==> src/rtl/dir_pkg.sv <==
package dir_pkg;
    typedef enum logic [1:0] {
        BLK_UNC = 2'd0,
        BLK_SHR = 2'd1,
        BLK_EXC = 2'd2
    } blk_state_e;

    typedef enum logic [1:0] {
        MSG_INV       = 2'd0,
        MSG_FETCH     = 2'd1,
        MSG_FETCH_INV = 2'd2,
        MSG_DATA      = 2'd3
    } msg_kind_e;

    typedef enum logic [2:0] {
        ST_IDLE,
        ST_EVAL,
        ST_FETCH,
        ST_WAIT,
        ST_INVAL,
        ST_REPLY
    } ctl_state_e;
endpackage

==> src/rtl/dir_lowbit.sv <==
module dir_lowbit #(
    parameter int W  = 4,
    localparam int IW = (W > 1) ? $clog2(W) : 1
) (
    input  logic [W-1:0]  vec,
    output logic [IW-1:0] idx,
    output logic          any
);
    always_comb begin
        idx = '0;
        for (int i = W - 1; i >= 0; i--) begin
            if (vec[i]) idx = IW'(i);
        end
    end

    assign any = |vec;
endmodule

==> src/rtl/dir_store.sv <==
module dir_store
    import dir_pkg::*;
#(
    parameter int NPROC = 4,
    parameter int NBLK  = 8,
    localparam int BLKW = (NBLK > 1) ? $clog2(NBLK) : 1
) (
    input  logic             clk,
    input  logic             rst_n,
    input  logic [BLKW-1:0]  rd_blk,
    output blk_state_e       rd_state,
    output logic [NPROC-1:0] rd_sharers,
    input  logic             wr_en,
    input  logic [BLKW-1:0]  wr_blk,
    input  blk_state_e       wr_state,
    input  logic [NPROC-1:0] wr_sharers
);
    blk_state_e       st_q [NBLK];
    logic [NPROC-1:0] sh_q [NBLK];

    for (genvar g = 0; g < NBLK; g++) begin : g_entry
        always_ff @(posedge clk or negedge rst_n) begin
            if (!rst_n) begin
                st_q[g] <= BLK_UNC;
                sh_q[g] <= '0;
            end else if (wr_en && wr_blk == BLKW'(g)) begin
                st_q[g] <= wr_state;
                sh_q[g] <= wr_sharers;
            end
        end
    end

    assign rd_state   = st_q[rd_blk];
    assign rd_sharers = sh_q[rd_blk];

    // an exclusive entry names exactly one holder
    assert_excl_single_owner_R10: assert property (@(posedge clk) disable iff (!rst_n)
        (wr_en && wr_state == BLK_EXC) |-> ($countones(wr_sharers) == 1));
endmodule

==> src/rtl/dir_fsm.sv <==
module dir_fsm
    import dir_pkg::*;
#(
    parameter int NPROC = 4,
    parameter int NBLK  = 8,
    localparam int PIDW = (NPROC > 1) ? $clog2(NPROC) : 1,
    localparam int BLKW = (NBLK > 1) ? $clog2(NBLK) : 1
) (
    input  logic             clk,
    input  logic             rst_n,
    input  logic             req_valid,
    output logic             req_ready,
    input  logic [PIDW-1:0]  req_pid,
    input  logic [BLKW-1:0]  req_blk,
    input  logic             req_write,
    input  logic             ack_valid,
    input  logic [PIDW-1:0]  ack_pid,
    output logic             msg_valid,
    output logic [1:0]       msg_kind,
    output logic [PIDW-1:0]  msg_target,
    output logic [BLKW-1:0]  msg_blk,
    output logic [BLKW-1:0]  rd_blk,
    input  blk_state_e       rd_state,
    input  logic [NPROC-1:0] rd_sharers,
    input  logic [PIDW-1:0]  owner_idx,
    output logic [NPROC-1:0] issue_mask,
    input  logic [PIDW-1:0]  pick_idx,
    output logic             wr_en,
    output blk_state_e       wr_state,
    output logic [NPROC-1:0] wr_sharers
);
    ctl_state_e       state_q, state_d;
    logic [PIDW-1:0]  pid_q, pid_d, owner_q, owner_d;
    logic [BLKW-1:0]  blk_q, blk_d;
    logic             wr_q, wr_d;
    logic [NPROC-1:0] issue_q, issue_d, wait_q, wait_d;
    blk_state_e       nst_q, nst_d;
    logic [NPROC-1:0] nsh_q, nsh_d;
    logic [NPROC-1:0] req_bit, others, ack_bit;
    logic             owner_ack;

    assign req_bit   = NPROC'(1) << pid_q;
    assign others    = rd_sharers & ~req_bit;
    assign ack_bit   = ack_valid ? (NPROC'(1) << ack_pid) : '0;
    assign owner_ack = ack_valid && (ack_pid == owner_q);

    // state and transaction registers
    always_ff @(posedge clk or negedge rst_n) begin
        if (!rst_n) begin
            state_q <= ST_IDLE;
            pid_q   <= '0;
            owner_q <= '0;
            blk_q   <= '0;
            wr_q    <= 1'b0;
            issue_q <= '0;
            wait_q  <= '0;
            nst_q   <= BLK_UNC;
            nsh_q   <= '0;
        end else begin
            state_q <= state_d;
            pid_q   <= pid_d;
            owner_q <= owner_d;
            blk_q   <= blk_d;
            wr_q    <= wr_d;
            issue_q <= issue_d;
            wait_q  <= wait_d;
            nst_q   <= nst_d;
            nsh_q   <= nsh_d;
        end
    end

    // next state and transaction bookkeeping
    always_comb begin
        state_d = state_q;
        pid_d   = pid_q;
        owner_d = owner_q;
        blk_d   = blk_q;
        wr_d    = wr_q;
        issue_d = issue_q;
        wait_d  = wait_q;
        nst_d   = nst_q;
        nsh_d   = nsh_q;
        unique case (state_q)
            ST_IDLE: begin
                if (req_valid) begin
                    pid_d   = req_pid;
                    blk_d   = req_blk;
                    wr_d    = req_write;
                    state_d = ST_EVAL;
                end
            end
            ST_EVAL: begin
                state_d = ST_REPLY;
                unique case (rd_state)
                    BLK_SHR: begin
                        if (!wr_q) begin
                            nst_d = BLK_SHR;
                            nsh_d = rd_sharers | req_bit;
                        end else begin
                            nst_d = BLK_EXC;
                            nsh_d = req_bit;
                            if (others != '0) begin
                                issue_d = others;
                                wait_d  = others;
                                state_d = ST_INVAL;
                            end
                        end
                    end
                    BLK_EXC: begin
                        owner_d = owner_idx;
                        if (owner_idx == pid_q) begin
                            nst_d = BLK_EXC;
                            nsh_d = rd_sharers;
                        end else begin
                            nst_d   = wr_q ? BLK_EXC : BLK_SHR;
                            nsh_d   = wr_q ? req_bit : (rd_sharers | req_bit);
                            state_d = ST_FETCH;
                        end
                    end
                    default: begin
                        nst_d = wr_q ? BLK_EXC : BLK_SHR;
                        nsh_d = req_bit;
                    end
                endcase
            end
            ST_FETCH: state_d = owner_ack ? ST_REPLY : ST_WAIT;
            ST_WAIT:  if (owner_ack) state_d = ST_REPLY;
            ST_INVAL: begin
                if (issue_q != '0) issue_d = issue_q & ~(NPROC'(1) << pick_idx);
                wait_d = wait_q & ~ack_bit;
                if (issue_q == '0 && wait_q == '0) state_d = ST_REPLY;
            end
            ST_REPLY: state_d = ST_IDLE;
            default:  state_d = ST_IDLE;
        endcase
    end

    // outputs decoded from the state register
    always_comb begin
        req_ready  = 1'b0;
        msg_valid  = 1'b0;
        msg_kind   = MSG_DATA;
        msg_target = pid_q;
        wr_en      = 1'b0;
        unique case (state_q)
            ST_IDLE:  req_ready = 1'b1;
            ST_FETCH: begin
                msg_valid  = 1'b1;
                msg_kind   = wr_q ? MSG_FETCH_INV : MSG_FETCH;
                msg_target = owner_q;
            end
            ST_INVAL: begin
                msg_valid  = (issue_q != '0);
                msg_kind   = MSG_INV;
                msg_target = pick_idx;
            end
            ST_REPLY: begin
                msg_valid = 1'b1;
                wr_en     = 1'b1;
            end
            default: ;
        endcase
    end

    assign msg_blk    = blk_q;
    assign rd_blk     = blk_q;
    assign issue_mask = issue_q;
    assign wr_state   = nst_q;
    assign wr_sharers = nsh_q;

    // an accepted request closes the door until its reply is done
    assert_hold_off_after_accept_R8: assert property (@(posedge clk) disable iff (!rst_n)
        (req_valid && req_ready) |=> !req_ready);

    // no data reply directly after an unanswered control message
    assert_no_early_reply_R3: assert property (@(posedge clk) disable iff (!rst_n)
        (msg_valid && msg_kind != MSG_DATA && !ack_valid) |=> !(msg_valid && msg_kind == MSG_DATA));

    // the writer itself is never invalidated
    assert_inval_skips_writer_R4: assert property (@(posedge clk) disable iff (!rst_n)
        (msg_valid && msg_kind == MSG_INV) |-> (msg_target != pid_q));

    // reply held while acknowledges are still owed
    assert_reply_after_acks_R4: assert property (@(posedge clk) disable iff (!rst_n)
        (state_q == ST_INVAL && wait_q != '0 && !ack_valid) |=> !(msg_valid && msg_kind == MSG_DATA));
endmodule

==> src/rtl/dir_coherence_ctrl.sv <==
module dir_coherence_ctrl
    import dir_pkg::*;
#(
    parameter int NPROC = 4,
    parameter int NBLK  = 8,
    localparam int PIDW = (NPROC > 1) ? $clog2(NPROC) : 1,
    localparam int BLKW = (NBLK > 1) ? $clog2(NBLK) : 1
) (
    input  logic            clk,
    input  logic            rst_n,
    input  logic            req_valid,
    output logic            req_ready,
    input  logic [PIDW-1:0] req_pid,
    input  logic [BLKW-1:0] req_blk,
    input  logic            req_write,
    input  logic            ack_valid,
    input  logic [PIDW-1:0] ack_pid,
    output logic            msg_valid,
    output logic [1:0]      msg_kind,
    output logic [PIDW-1:0] msg_target,
    output logic [BLKW-1:0] msg_blk
);
    logic [BLKW-1:0]  rd_blk;
    blk_state_e       rd_state;
    logic [NPROC-1:0] rd_sharers;
    logic             wr_en;
    blk_state_e       wr_state;
    logic [NPROC-1:0] wr_sharers;
    logic [NPROC-1:0] issue_mask;
    logic [PIDW-1:0]  owner_idx, pick_idx;
    logic             owner_any, pick_any;

    dir_store #(.NPROC(NPROC), .NBLK(NBLK)) u_store (
        .clk(clk), .rst_n(rst_n),
        .rd_blk(rd_blk), .rd_state(rd_state), .rd_sharers(rd_sharers),
        .wr_en(wr_en), .wr_blk(rd_blk), .wr_state(wr_state), .wr_sharers(wr_sharers)
    );

    dir_lowbit #(.W(NPROC)) u_owner_enc (
        .vec(rd_sharers), .idx(owner_idx), .any(owner_any)
    );

    dir_lowbit #(.W(NPROC)) u_inval_pick (
        .vec(issue_mask), .idx(pick_idx), .any(pick_any)
    );

    dir_fsm #(.NPROC(NPROC), .NBLK(NBLK)) u_fsm (
        .clk(clk), .rst_n(rst_n),
        .req_valid(req_valid), .req_ready(req_ready),
        .req_pid(req_pid), .req_blk(req_blk), .req_write(req_write),
        .ack_valid(ack_valid), .ack_pid(ack_pid),
        .msg_valid(msg_valid), .msg_kind(msg_kind),
        .msg_target(msg_target), .msg_blk(msg_blk),
        .rd_blk(rd_blk), .rd_state(rd_state), .rd_sharers(rd_sharers),
        .owner_idx(owner_idx), .issue_mask(issue_mask), .pick_idx(pick_idx),
        .wr_en(wr_en), .wr_state(wr_state), .wr_sharers(wr_sharers)
    );

    // an invalidate is only issued for a nonempty pending set
    assert_pick_has_source_R4: assert property (@(posedge clk) disable iff (!rst_n)
        (msg_valid && msg_kind == MSG_INV) |-> pick_any);

    // an exclusive entry read back always has a holder
    assert_exclusive_has_owner_R10: assert property (@(posedge clk) disable iff (!rst_n)
        (rd_state == BLK_EXC) |-> owner_any);
endmodule

==> config.mk <==
export PLATFORM = sky130hd
export DESIGN_NAME = dir_coherence_ctrl
export DESIGN_NICKNAME = d
export VERILOG_FILES = /design/src/rtl/dir_pkg.sv /design/src/rtl/dir_lowbit.sv /design/src/rtl/dir_store.sv /design/src/rtl/dir_fsm.sv /design/src/rtl/dir_coherence_ctrl.sv
export SDC_FILE = /design/constraint.sdc
export NUM_CORES = 1
export LEC_CHECK = 0
export ABC_AREA = 1
export BUFFER_PORTS_ARGS = -buffer_cell sky130_fd_sc_hd__buf_2
export CAP_MARGIN = 25
export CORE_MARGIN = 1
export CORE_UTILIZATION = 61
export DETAILED_ROUTE_END_ITERATION = 8
export GPL_TIMING_DRIVEN = 1
export PLACE_DENSITY = 0.8
export SLEW_MARGIN = 20
export SYNTH_ARGS = -nofsm -noshare
export SYNTH_HDL_FRONTEND = slang
export SYNTH_SLANG_ARGS = --single-unit
==> constraint.sdc <==
create_clock -name clk -period 2.55 [get_ports clk]
set_input_delay 0.51 -clock clk [delete_from_list [all_inputs] [get_ports clk]]
set_output_delay 0.51 -clock clk [all_outputs]
set_load 0.03 [all_outputs]
==> flow_summary_export.csv <==
group,metric,value,unit
run_status,status,"finished, final reports clean",
final_layout,areaGrowthSynthToFinish,10.54,%
clock_tree,cts_tree,"done",
yosys,ys.flop_type,"dfrtp_1",
yosys,mappedNetlistArea,3906,um^2
final_layout,nNetsFinal,555,
routing,postRouteWirelength,9385,um
final_layout,drive_gt1_frac,0.1392,
grt,grt_start_max_net_pins,52,
clock_tree,clock-sinks,73,
power_and_ir_drop,vdd.ir_drop.worst,977.4,uV
floorplanning,placement_rows,28,
grt,grt_overflow_total,0,
grt,track_usage,0.3083,
routing,count_of_unresolved_drc_violations_after_routing,0,
power_and_ir_drop,totalPowerFinal,6.603,mW
routing,vias,3567,
placement,port_buffer_count,20,
timing,timing.final.hold_violations,0,
yosys,synth_async_sr_flop_share,1.000,
yosys,synth_warnings,0,
worst_setup_path,critical_path.slowest_cell,"dfrtp_1",
clock_tree,ctsRootBufferMaster,"clkbuf_8",
routing,drtPass1Iterations,7,
yosys,post_synth_inst_count,517,
grt,grt_antenna_before_repair,0,
worst_setup_path,worst-path-max-fanout,6,
worst_setup_path,critical_path.endpoint_type,"output pin",
timing,fmax,425.8,MHz
worst_setup_path,cp.required,2.04,ns
timing,maxSlewViolCount,0,
final_layout,antenna_cells_inserted,0,
floorplanning,die_height,82.03,um
grt,vias_in_the_first_global_route,3059,
worst_setup_path,ff2ff_path_depth,14,
power_and_ir_drop,leakagePower,2.162,nW
worst_setup_path,cp_cell_sequence,"nor3_1 -> inv_1 -> o221ai_1 -> buf_2",
timing,grt_setup_unrepaired,"no",
clock_tree,h-tree-depth,3,
routing,avgViaCountPerCell,5.744,
placement,placer_congestion_estimate,0.9292,
yosys,synth.ff_latch_count,73,
timing,report.final.setup_viol,0,
timing,worst_slew_pin_slew,0.5787,ns
floorplanning,design.portCount,21,
yosys,synthDominantCellAreaShare,0.4676,
timing,clock_skew,0.008927,ns
timing,final_min_period_over_clock_period,0.9209,
yosys,synth_top_cells_by_count,"nand2_1, dfrtp_1, o21ai_0, inv_1, nor2_1",
placement,placed_cell_area,4084,um^2
yosys,synth_most_common_cell,"nand2_1",
yosys,synth_fp_nets,531,
yosys,number_of_flops_mapped_to_enable_cells_by_yosys,0,
yosys,synth-seq-area-share,0.4676,
job,number_of_maximum_capacitance_constraint_violations,0,
placement,pre_cts_slack,0.2922,ns
worst_setup_path,worst-setup-path-type,"register to output pin",
clock_tree,cts_buffer_depth,2,
hold_path,worst_hold_path_type,"input pin to asynchronous set/reset pin",
grt,grt_first_pass_wirelength,15110,um
floorplanning,die_area,6728,um^2
clock_tree,clkLatencyLatePin,0.35,ns
placement,numPlacedInstances,605,
clock_tree,cts.repair_timing.setup_buffer_count,0,
yosys,post_synth_main_area_contributors,"dfrtp_1, nand2_1, o21ai_0, inv_1, nor2_1",
timing,fin_ws,0.2017,ns
floorplanning,initial_utilization,0.6445,
routing,drt_iter0_drc,273,
timing,timing.final.crit_period,2.348,ns
placement,hpwl,6612,um
final_layout,post-route-util,0.7124,
final_layout,post-route-cell-area,4318,um^2
floorplanning,floorplan.core_area,6061,um^2
yosys,yosys.area.top_type,"dfrtp_1",
routing,drtAntennaViolNets,0,
worst_setup_path,worst_path_largest_cell_delay,0.45,ns
floorplanning,dieWidth,82.03,um
timing,slew-limit-headroom,0.6142,
final_layout,post_layout_instance_count_excluding_filler_cells,621,
yosys,synth_cell_types,37,
clock_tree,clk_transition_reported_paths,0.08,ns
clock_tree,cts-buffers-inserted,9,
timing,worst_hold_slack,0.1491,ns
worst_setup_path,critical_path_arrival,1.84,ns
routing,drt-wirelength-per-cell,15.11,um
yosys,synth.avg_cell_area,7.556,um^2
power_and_ir_drop,cellPowerDensity,1529,nW/um^2
timing,setup-tns-final,0,ns
worst_setup_path,worst_setup_path_start_kind,"register",
==> worst paths after layout <==
kind / startpoint / endpoint / slack (ns)
min in group clk: req_write / u_fsm.wr_q / 0.41
hold / removal: rst_n / u_store.sh_q[31] / 0.15
setup reg to reg: u_fsm.msg_blk[1] / u_fsm.owner_q[1] / 0.31
setup / recovery: u_fsm.state_q[2] / msg_target[1] / 0.20
max in group asynchronous: rst_n / u_fsm.issue_mask[0] / 1.74
hold reg to reg: u_fsm.wr_sharers[3] / u_fsm.wr_sharers[3] / 0.49
==> where the power goes <==
part	switching (mW)	internal [mW]	leakage (nW)
clock	0.456	0.579	0.105
sequential	0.371	1.64	0.938
combinational	2.41	1.14	1.12
total	3.24	3.36	2.16
==> state kept, by name, indices dropped and copies added, names as in the netlist <==
register          flops
u_fsm.wr_sharers      4
u_fsm.wr_q            1
u_fsm.msg_blk         3
u_store.st_q         16
u_fsm.pid_q           2
u_fsm.state_q         3
u_store.sh_q         32
u_fsm.issue_mask      4
u_fsm.wr_state        2
u_fsm.owner_q         2
u_fsm.wait_q          4
==> worst max-delay path: cells and delay by family (launching register included) <==
kind            cells  cell delay (ns)
compound gates      1             0.20
buf+inv             2             0.39
flops               1             0.45
simple gates        1             0.45
==> area by class of cell <==
class	instances	area, um^2
Sequential cell	73	1827
Multi-Input combinational cell	378	1804
Fill cell	483	1743
Inverter	51	191.4
Timing Repair Buffer	28	172.7
Clock buffer	10	137.6
Tap cell	75	93.84
Clock inverter	6	91.34
==> cell usage in the layout (no fill, tap or decap), drive strengths merged <==
cell,Yosys,layout
nand3,15,15
xnor2,1,1
a22oi,6,6
nor2,35,35
o211ai,1,1
buf,6,28
nand2,209,209
ha,2,2
clkinv,1,2
clkbuf,9,10
bufinv,0,2
o41ai,1,1
a2bb2oi,1,1
a221oi,2,2
nor3,2,2
o31ai,2,2
o211a,1,1
dfrtp,73,73
o221ai,2,2
a31oi,1,1
o22ai,1,1
a21oi,22,22
inv,50,50
nand4,5,5
clkinvlp,0,3
o21a,2,2
o2111ai,1,1
o21ai,66,66
==> cells by family after synthesis <==
kind of cell             count (synthesis)  synth area share
AND/OR/NAND/NOR                        266            0.2867
AO/OA/AOI/OAI                          109            0.1653
flip-flops                              73            0.4676
buffers and inverters                   66           0.07175
adder cells (fa/ha/maj)                  2          0.006405
XOR/XNOR                                 1          0.002243
==> repair_timing <==
action / 4_1_cts / 5_1_grt
hold buffers: 0 / 0
gates resized for setup: 0 / 2
setup endpoints to repair: 0 / 4
==> layer usage <==
layer	vias to the layer above	routed length [um]	GRT usage
met5	-	0	0
met3	12	636	0.07222
met2	134	4130	0.4347
met4	0	107	0.07544
li1	1706	-	-
met1	1715	4511	0.4746
(Power assumes the default switching activity.)
